`src/rtl/phy_pwr_seq_pkg.sv`:
```
package phy_pwr_seq_pkg;
  typedef enum logic [3:0] {
    ST_IDLE, ST_TXSEL, ST_OTEN, ST_OTSEL, ST_PDB_LO, ST_DLL_LO,
    ST_SETTLE, ST_CAL_W, ST_FREQ, ST_DLL_ON, ST_LOCK_W
  } seq_st_e;

  localparam int BAND_W = 3;
  localparam int TAP_W  = 4;
endpackage

```
`src/rtl/seq_sync.sv`:
```
module seq_sync #(
  parameter int W      = 2,
  parameter int STAGES = 2
) (
  input  logic         clk,
  input  logic         rst_n,
  input  logic [W-1:0] d,
  output logic [W-1:0] q
);
  logic [W-1:0] pipe [STAGES];

  always_ff @(posedge clk or negedge rst_n) begin
    if (!rst_n) begin
      for (int i = 0; i < STAGES; i++) pipe[i] <= '0;
    end else begin
      pipe[0] <= d;
      for (int i = 1; i < STAGES; i++) pipe[i] <= pipe[i-1];
    end
  end

  assign q = pipe[STAGES-1];
endmodule

```
`src/rtl/seq_band.sv`:
```
module seq_band import phy_pwr_seq_pkg::*; #(
  parameter int RATE_W = 9
) (
  input  logic [RATE_W-1:0] rate,
  output logic [BAND_W-1:0] code
);
  localparam logic [RATE_W-1:0] TOP = RATE_W'(200);
  localparam logic [RATE_W-1:0] L0  = RATE_W'(170);
  localparam logic [RATE_W-1:0] L1  = RATE_W'(140);
  localparam logic [RATE_W-1:0] L2  = RATE_W'(110);
  localparam logic [RATE_W-1:0] L3  = RATE_W'(80);
  localparam logic [RATE_W-1:0] L4  = RATE_W'(50);

  always_comb begin
    if (rate > TOP)      code = 3'd0;
    else if (rate >= L0) code = 3'd0;
    else if (rate >= L1) code = 3'd1;
    else if (rate >= L2) code = 3'd2;
    else if (rate >= L3) code = 3'd3;
    else if (rate >= L4) code = 3'd4;
    else                 code = 3'd0;
  end
endmodule

```
`src/rtl/seq_timer.sv`:
```
module seq_timer #(
  parameter int CNT_W = 8
) (
  input  logic             clk,
  input  logic             rst_n,
  input  logic             clr,
  input  logic             tick,
  output logic [CNT_W-1:0] cnt
);
  always_ff @(posedge clk or negedge rst_n) begin
    if (!rst_n)                   cnt <= '0;
    else if (clr)                 cnt <= '0;
    else if (tick && (cnt != '1)) cnt <= cnt + 1'b1;
  end
endmodule

```
`src/rtl/phy_pwr_seq.sv`:
```
module phy_pwr_seq import phy_pwr_seq_pkg::*; #(
  parameter int RATE_W      = 9,
  parameter int SETTLE_US   = 5,
  parameter int CAL_TMO_US  = 50,
  parameter int LOCK_TMO_US = 50000,
  parameter int WARN_MHZ    = 175,
  parameter int TAP_VAL     = 2,
  parameter int SYNC_STAGES = 2
) (
  input  logic              clk,
  input  logic              rst_n,
  input  logic              us_tick,
  input  logic              req_valid,
  input  logic              req_on,
  input  logic [RATE_W-1:0] rate_mhz,
  input  logic              cal_done_in,
  input  logic              dll_rdy_in,
  output logic              pwr_dn_b,
  output logic              dll_en,
  output logic [2:0]        freq_sel,
  output logic              txclk_dly_sel,
  output logic              otap_en,
  output logic [3:0]        otap_sel,
  output logic              busy,
  output logic              done,
  output logic              err_cal,
  output logic              err_lock,
  output logic              warn_fast
);
  localparam int M1     = (SETTLE_US + 1 > CAL_TMO_US) ? SETTLE_US + 1 : CAL_TMO_US;
  localparam int MAXCNT = (M1 > LOCK_TMO_US) ? M1 : LOCK_TMO_US;
  localparam int CNT_W  = $clog2(MAXCNT + 2);
  localparam logic [CNT_W-1:0] SETTLE_END = CNT_W'(SETTLE_US);
  localparam logic [CNT_W-1:0] CAL_END    = CNT_W'(CAL_TMO_US - 1);
  localparam logic [CNT_W-1:0] LOCK_END   = CNT_W'(LOCK_TMO_US - 1);
  localparam logic [RATE_W-1:0] WARN_LIM  = RATE_W'(WARN_MHZ);
  localparam logic [TAP_W-1:0]  TAP_CODE  = TAP_W'(TAP_VAL);

  seq_st_e           st_q, st_d;
  logic              on_q;
  logic [RATE_W-1:0] rate_q;
  logic [1:0]        stat_s;
  logic              cal_s, dll_s;
  logic [CNT_W-1:0]  cnt;
  logic [BAND_W-1:0] band;
  logic              tmr_clr;
  logic              settle_end, cal_tmo, lock_tmo;

  seq_sync #(.W(2), .STAGES(SYNC_STAGES)) u_sync (
    .clk(clk), .rst_n(rst_n), .d({dll_rdy_in, cal_done_in}), .q(stat_s)
  );
  assign cal_s = stat_s[0];
  assign dll_s = stat_s[1];

  seq_band #(.RATE_W(RATE_W)) u_band (.rate(rate_q), .code(band));

  seq_timer #(.CNT_W(CNT_W)) u_tmr (
    .clk(clk), .rst_n(rst_n), .clr(tmr_clr), .tick(us_tick), .cnt(cnt)
  );

  assign settle_end = (st_q == ST_SETTLE) && us_tick && (cnt == SETTLE_END);
  assign cal_tmo    = (st_q == ST_CAL_W) && !cal_s && us_tick && (cnt == CAL_END);
  assign lock_tmo   = (st_q == ST_LOCK_W) && !dll_s && us_tick && (cnt == LOCK_END);

  always_comb begin
    st_d = st_q;
    unique case (st_q)
      ST_IDLE:   if (req_valid) st_d = req_on ? ST_TXSEL : ST_PDB_LO;
      ST_TXSEL:  st_d = ST_OTEN;
      ST_OTEN:   st_d = ST_OTSEL;
      ST_OTSEL:  st_d = ST_PDB_LO;
      ST_PDB_LO: st_d = ST_DLL_LO;
      ST_DLL_LO: st_d = on_q ? ST_SETTLE : ST_IDLE;
      ST_SETTLE: if (settle_end) st_d = ST_CAL_W;
      ST_CAL_W:  if (cal_s) st_d = ST_FREQ;
                 else if (cal_tmo) st_d = ST_IDLE;
      ST_FREQ:   st_d = ST_DLL_ON;
      ST_DLL_ON: st_d = (rate_q == '0) ? ST_IDLE : ST_LOCK_W;
      ST_LOCK_W: if (dll_s || lock_tmo) st_d = ST_IDLE;
      default:   st_d = ST_IDLE;
    endcase
  end

  assign tmr_clr = (st_d != st_q);
  assign busy    = (st_q != ST_IDLE);

  always_ff @(posedge clk or negedge rst_n) begin
    if (!rst_n) begin
      st_q <= ST_IDLE;  on_q <= 1'b0;  rate_q <= '0;
      pwr_dn_b <= 1'b0; dll_en <= 1'b0; freq_sel <= '0;
      txclk_dly_sel <= 1'b0; otap_en <= 1'b0; otap_sel <= '0;
      done <= 1'b0; err_cal <= 1'b0; err_lock <= 1'b0; warn_fast <= 1'b0;
    end else begin
      st_q <= st_d;
      unique case (st_q)
        ST_IDLE: if (req_valid) begin
          on_q      <= req_on;
          rate_q    <= rate_mhz;
          done      <= 1'b0;
          err_cal   <= 1'b0;
          err_lock  <= 1'b0;
          warn_fast <= req_on && (rate_mhz > WARN_LIM);
        end
        ST_TXSEL:  txclk_dly_sel <= 1'b1;
        ST_OTEN:   otap_en <= 1'b1;
        ST_OTSEL:  otap_sel <= TAP_CODE;
        ST_PDB_LO: pwr_dn_b <= 1'b0;
        ST_DLL_LO: begin
          dll_en <= 1'b0;
          if (!on_q) done <= 1'b1;
        end
        ST_SETTLE: if (settle_end) pwr_dn_b <= 1'b1;
        ST_CAL_W:  if (cal_tmo) err_cal <= 1'b1;
        ST_FREQ:   freq_sel <= band;
        ST_DLL_ON: begin
          dll_en <= 1'b1;
          if (rate_q == '0) done <= 1'b1;
        end
        ST_LOCK_W: begin
          if (dll_s) done <= 1'b1;
          else if (lock_tmo) err_lock <= 1'b1;
        end
        default: ;
      endcase
    end
  end
endmodule

```
`config.mk`:
```
export PLATFORM = sky130hd
export DESIGN_NAME = phy_pwr_seq
export DESIGN_NICKNAME = d
export VERILOG_FILES = /design/src/rtl/phy_pwr_seq_pkg.sv /design/src/rtl/seq_sync.sv /design/src/rtl/seq_band.sv /design/src/rtl/seq_timer.sv /design/src/rtl/phy_pwr_seq.sv
export SDC_FILE = /design/constraint.sdc
export NUM_CORES = 1
export LEC_CHECK = 0
export ABC_AREA = 1
export BUFFER_PORTS_ARGS = -buffer_cell sky130_fd_sc_hd__buf_4
export CAP_MARGIN = 20
export CORE_MARGIN = 3
export CORE_UTILIZATION = 35
export CTS_CLUSTER_SIZE = 28
export DETAILED_ROUTE_END_ITERATION = 7
export PLACE_DENSITY = 0.64
export SLEW_MARGIN = 20
export SYNTH_ARGS = -nofsm -noshare
export SYNTH_HDL_FRONTEND = slang
export SYNTH_SLANG_ARGS = --single-unit
```
`constraint.sdc`:
```
create_clock -name clk -period 2.1 [get_ports clk]
set_clock_uncertainty 0.1 [all_clocks]
set_input_delay 0.42 -clock clk [delete_from_list [all_inputs] [get_ports clk]]
set_output_delay 0.42 -clock clk [all_outputs]
set_load 0.05 [all_outputs]
```
==> flow_summary_export.csv <==
group,metric,value,unit
critical_path,crit_buf_inv,2,
finish,utilization,42.3,%
floorplan,initial_core_util,36.2,%
critical_path,cp_common_cell,"nand2_1",
power_and_ir_drop,finalPower,3620,uW
routing,routedWlPerCell,11.3,um
routing,wl,5360,um
logic_synthesis,synthAdderAreaFrac,0.947,%
sta,fin_ws,0.191,ns
sta,timing_hold_violations_final,0,
global_routing,grt_use_total,13.5,%
logic_synthesis,synth_cells,336,
finish,instances_no_fill,473,
finish,syn_to_final_growth,16.7,%
critical_path,crit_arrival,2.03,ns
power_and_ir_drop,internal_power,1940,uW
clock_network,path_clk_slew,0.08,ns
placement,io_buffers,28,
worst_hold_path,hold_path_class,"input port to asynchronous set/reset pin",
logic_synthesis,synth_cell_types,37,
routing,ant_nets,0,
routing,vias_per_cell,4.68,
power_and_ir_drop,sequentialPowerShare,35.7,%
run_status,status,"completed",
floorplan,pin_count,32,
logic_synthesis,synth_area_per_cell,7.86,um2
clock_network,clock_sinks,46,
clock_network,clock-root-buffer,"clkbuf_8",
clock_network,clock_latency,0.30,ns
logic_synthesis,synth_compound_area_share,8.29,%
placement,dp_cells,464,
finish,nets,391,
logic_synthesis,yosys.area_share.simple,35.4,%
routing,vias,2212,
clock_network,clk_path_buf_depth,2,
finish,diodes,0,
power_and_ir_drop,clock_power_share,15.2,%
job,max-cap-violations,0,
power_and_ir_drop,max-vdd-ir-drop,0.593,mV
power_and_ir_drop,switchingPower,1680,uW
sta,holdWs,0.0196,ns
logic_synthesis,synth_xor_area_share,3.65,%
critical_path,worstPathRequired,2.23,ns
sta,post-route-period-util,90.9,%
global_routing,grt_max_degree,47,
critical_path,worst_setup_path_start_kind,"flop",
global_routing,grt_pass1_wl,9520,um
clock_network,cts_tree,"yes",
logic_synthesis,yosysWarnings,0,
clock_network,hold_buffers,0,
floorplan,fp-row-count,31,
logic_synthesis,synthMuxAreaShare,0,%
finish,final_common_cell,"nand2_1",
clock_network,htreeDepth,2,
finish,layout-drive-gt1-share,23.0,%
logic_synthesis,ys_ff_latch,46,
global_routing,grt_overflow_total,0,
finish,nFillCells,752,
floorplan,chipHeight,92.9,um
power_and_ir_drop,power_density,1180,nW/um2
sta,fmax,524,MHz
power_and_ir_drop,leakage,0.00148,uW
sta,setup_viol,0,
sta,worst_pin_slew,0.577,ns
logic_synthesis,synth_top_flop_cell,"dfrtp_1",
global_routing,antenna_found_initial,0,
logic_synthesis,yosysSeqAreaShare,43.6,%
logic_synthesis,synth_edf_count,0,
routing,drt-initial-drc-count,99,
logic_synthesis,synthArstFlopShare,100,%
logic_synthesis,synth_top_family_by_area,"simple AND/OR/NAND/NOR gates",
critical_path,cp_max_fo,16,
sta,slew_headroom,61.5,%
finish,layout_common_cells,"99 x nand2_1, 45 x dfrtp_1, 38 x nor2_1, 35 x inv_1, 33 x buf_4",
critical_path,cp_top_family,"simple AND/OR/NAND/NOR gates",
sta,post-route-min-period,1.91,ns
logic_synthesis,yosysTopAreaCell,"dfrtp_1",
logic_synthesis,synth.area.top_cells,"dfrtp_1 44%, nand2_1 14%, nor2_1 5.7%, nor2_4 5.5%, inv_1 5.0%",
logic_synthesis,synth.cell_area,2640,um2
critical_path,critical-path-max-stage-delay,0.41,ns
critical_path,crit_slowest_cell,"dfrtp_1",
logic_synthesis,synth_top_cell_area_share,43.6,%
floorplan,fp.dieW,92.9,um
floorplan,dieArea,8630,um2
clock_network,numCtsBuffers,5,
critical_path,cp.depth,13,
routing,route.detailed.drc,0,
floorplan,core_area,7290,um2
critical_path,cp-end-kind,"flop",
power_and_ir_drop,p_sw_share,46.4,%
placement,gp_congestion,0.885,
power_and_ir_drop,combPwrFrac,49.1,%
placement,dp.final_hpwl,4080,um
critical_path,critPathKind,"flop to flop",
routing,dr.pass1.iters,4,
critical_path,r2r_cells,13,
placement,post-place-ws,0.149,ns
global_routing,grt_pass1_vias,2186,
sta,finalMaxSlewViolations,0,
critical_path,crit_chain,"inv_1 > ha_1 > nand2_2 > nor2_1 > nand2_1 > o21ai_4 > nand2_2 > nand2_1 > nand2_1 > nor2_4 > nand2_4 > buf_12 > nor2_1",
worst paths after layout:
kind                                     startpoint                         to  slack, ns
setup / recovery           u_tmr.cnt[1]$_DFFE_PN0P_   u_tmr.cnt[4]$_DFFE_PN0P_       0.19
hold / removal                                rst_n    freq_sel[0]$_DFFE_PN0P_       0.02
setup reg to reg           u_tmr.cnt[1]$_DFFE_PN0P_   u_tmr.cnt[4]$_DFFE_PN0P_       0.19
hold reg to reg            u_sync.pipe[3]$_DFF_PN0_      u_sync.q[1]$_DFF_PN0_       0.25
max in group asynchronous                     rst_n  u_tmr.cnt[10]$_DFFE_PN0P_       1.46
min in group clk                        cal_done_in   u_sync.pipe[2]$_DFF_PN0_       0.13
layout make-up:
type / count / area [um2] / share of cell area, %
inverter: 41 / 154 / 4.99
tap: 99 / 124 / 4.02
clock inverter: 1 / 5.00 / 0.162
multi-input combinational: 245 / 1290 / 42.0
timing repair buffer: 34 / 268 / 8.68
sequential: 46 / 1150 / 37.4
clock buffer: 7 / 86.3 / 2.80
cells in the mapped netlist (2+ instances only):
cell / count
a21oi_1: 6
buf_4: 3
dfrtp_1: 46
ha_1: 2
inv_1: 35
inv_2: 5
nand2_1: 100
nand2_2: 7
nand3_1: 17
nand4_1: 4
nor2_1: 40
nor2_2: 9
nor2_4: 13
nor3_1: 3
o21ai_0: 14
o21ai_4: 2
xnor2_1: 2
xor2_1: 9
per-layer routing:
layer  vias up  share of wire (%)  track usage [%]
li1       1112                  -                -
met4         0                1.4             3.79
met3         9                4.7             3.17
met1      1045                 47             17.0
met5         -                  0                0
met2        46                 47             23.0
per-stage QoR:
step / area [um2] / TNS [ns]
after detailed placement: 2980 / 0
after floorplan: 2650 / 0
after global placement: 2980 / 0
after CTS: 3070 / 0
after global routing: 3080 / -0.0111
final: 3080 / 0
worst reg2reg max path, delay by kind of cell, from the launching register on:
kind            cells  cell delay, ns
fa+ha+maj           1            0.15
flops               1            0.41
simple gates        9            0.77
buf+inv             2            0.23
compound gates      1            0.20
power by group through the flow:
| stage | clock network, uW | logic, uW | registers, uW |
|---|---|---|---|
| 6_report | 551 | 1780 | 1290 |
| 5_1_grt | 621 | 1970 | 1320 |
| 4_1_cts | 580 | 1770 | 1290 |
| 3_5_place_dp | 0 | 1770 | 1310 |
| 3_3_place_gp | 0 | 1750 | 1310 |
| 2_1_floorplan | 0 | 1160 | 1490 |
state kept, by name, summed over array words and instances, names as in the netlist:
signal / cells
u_tmr.cnt: 16
rate_q: 9
st_q: 4
freq_sel: 3
u_sync.pipe: 2
u_sync.q: 2
dll_en: 1
done: 1
err_cal: 1
err_lock: 1
on_q: 1
otap_en: 1
otap_sel: 1
pwr_dn_b: 1
txclk_dly_sel: 1
warn_fast: 1
timing repair:
action,in CTS,in global routing
setup buffers,0,1
setup endpoints to repair,0,5
resized for setup,0,4
cell families (layout without fill, tap and decap cells):
group                      after synthesis  after routing
xor gates and xnor gates                11             11
and+or+nand+nor                        197            197
buffers and inverters                   47             83
AOI/OAI and AO/OA                       32             32
DFF                                     46             46
adders and majority gates                2              2
other                                    1              3
Note: power is estimated with default switching activity, not from simulation.
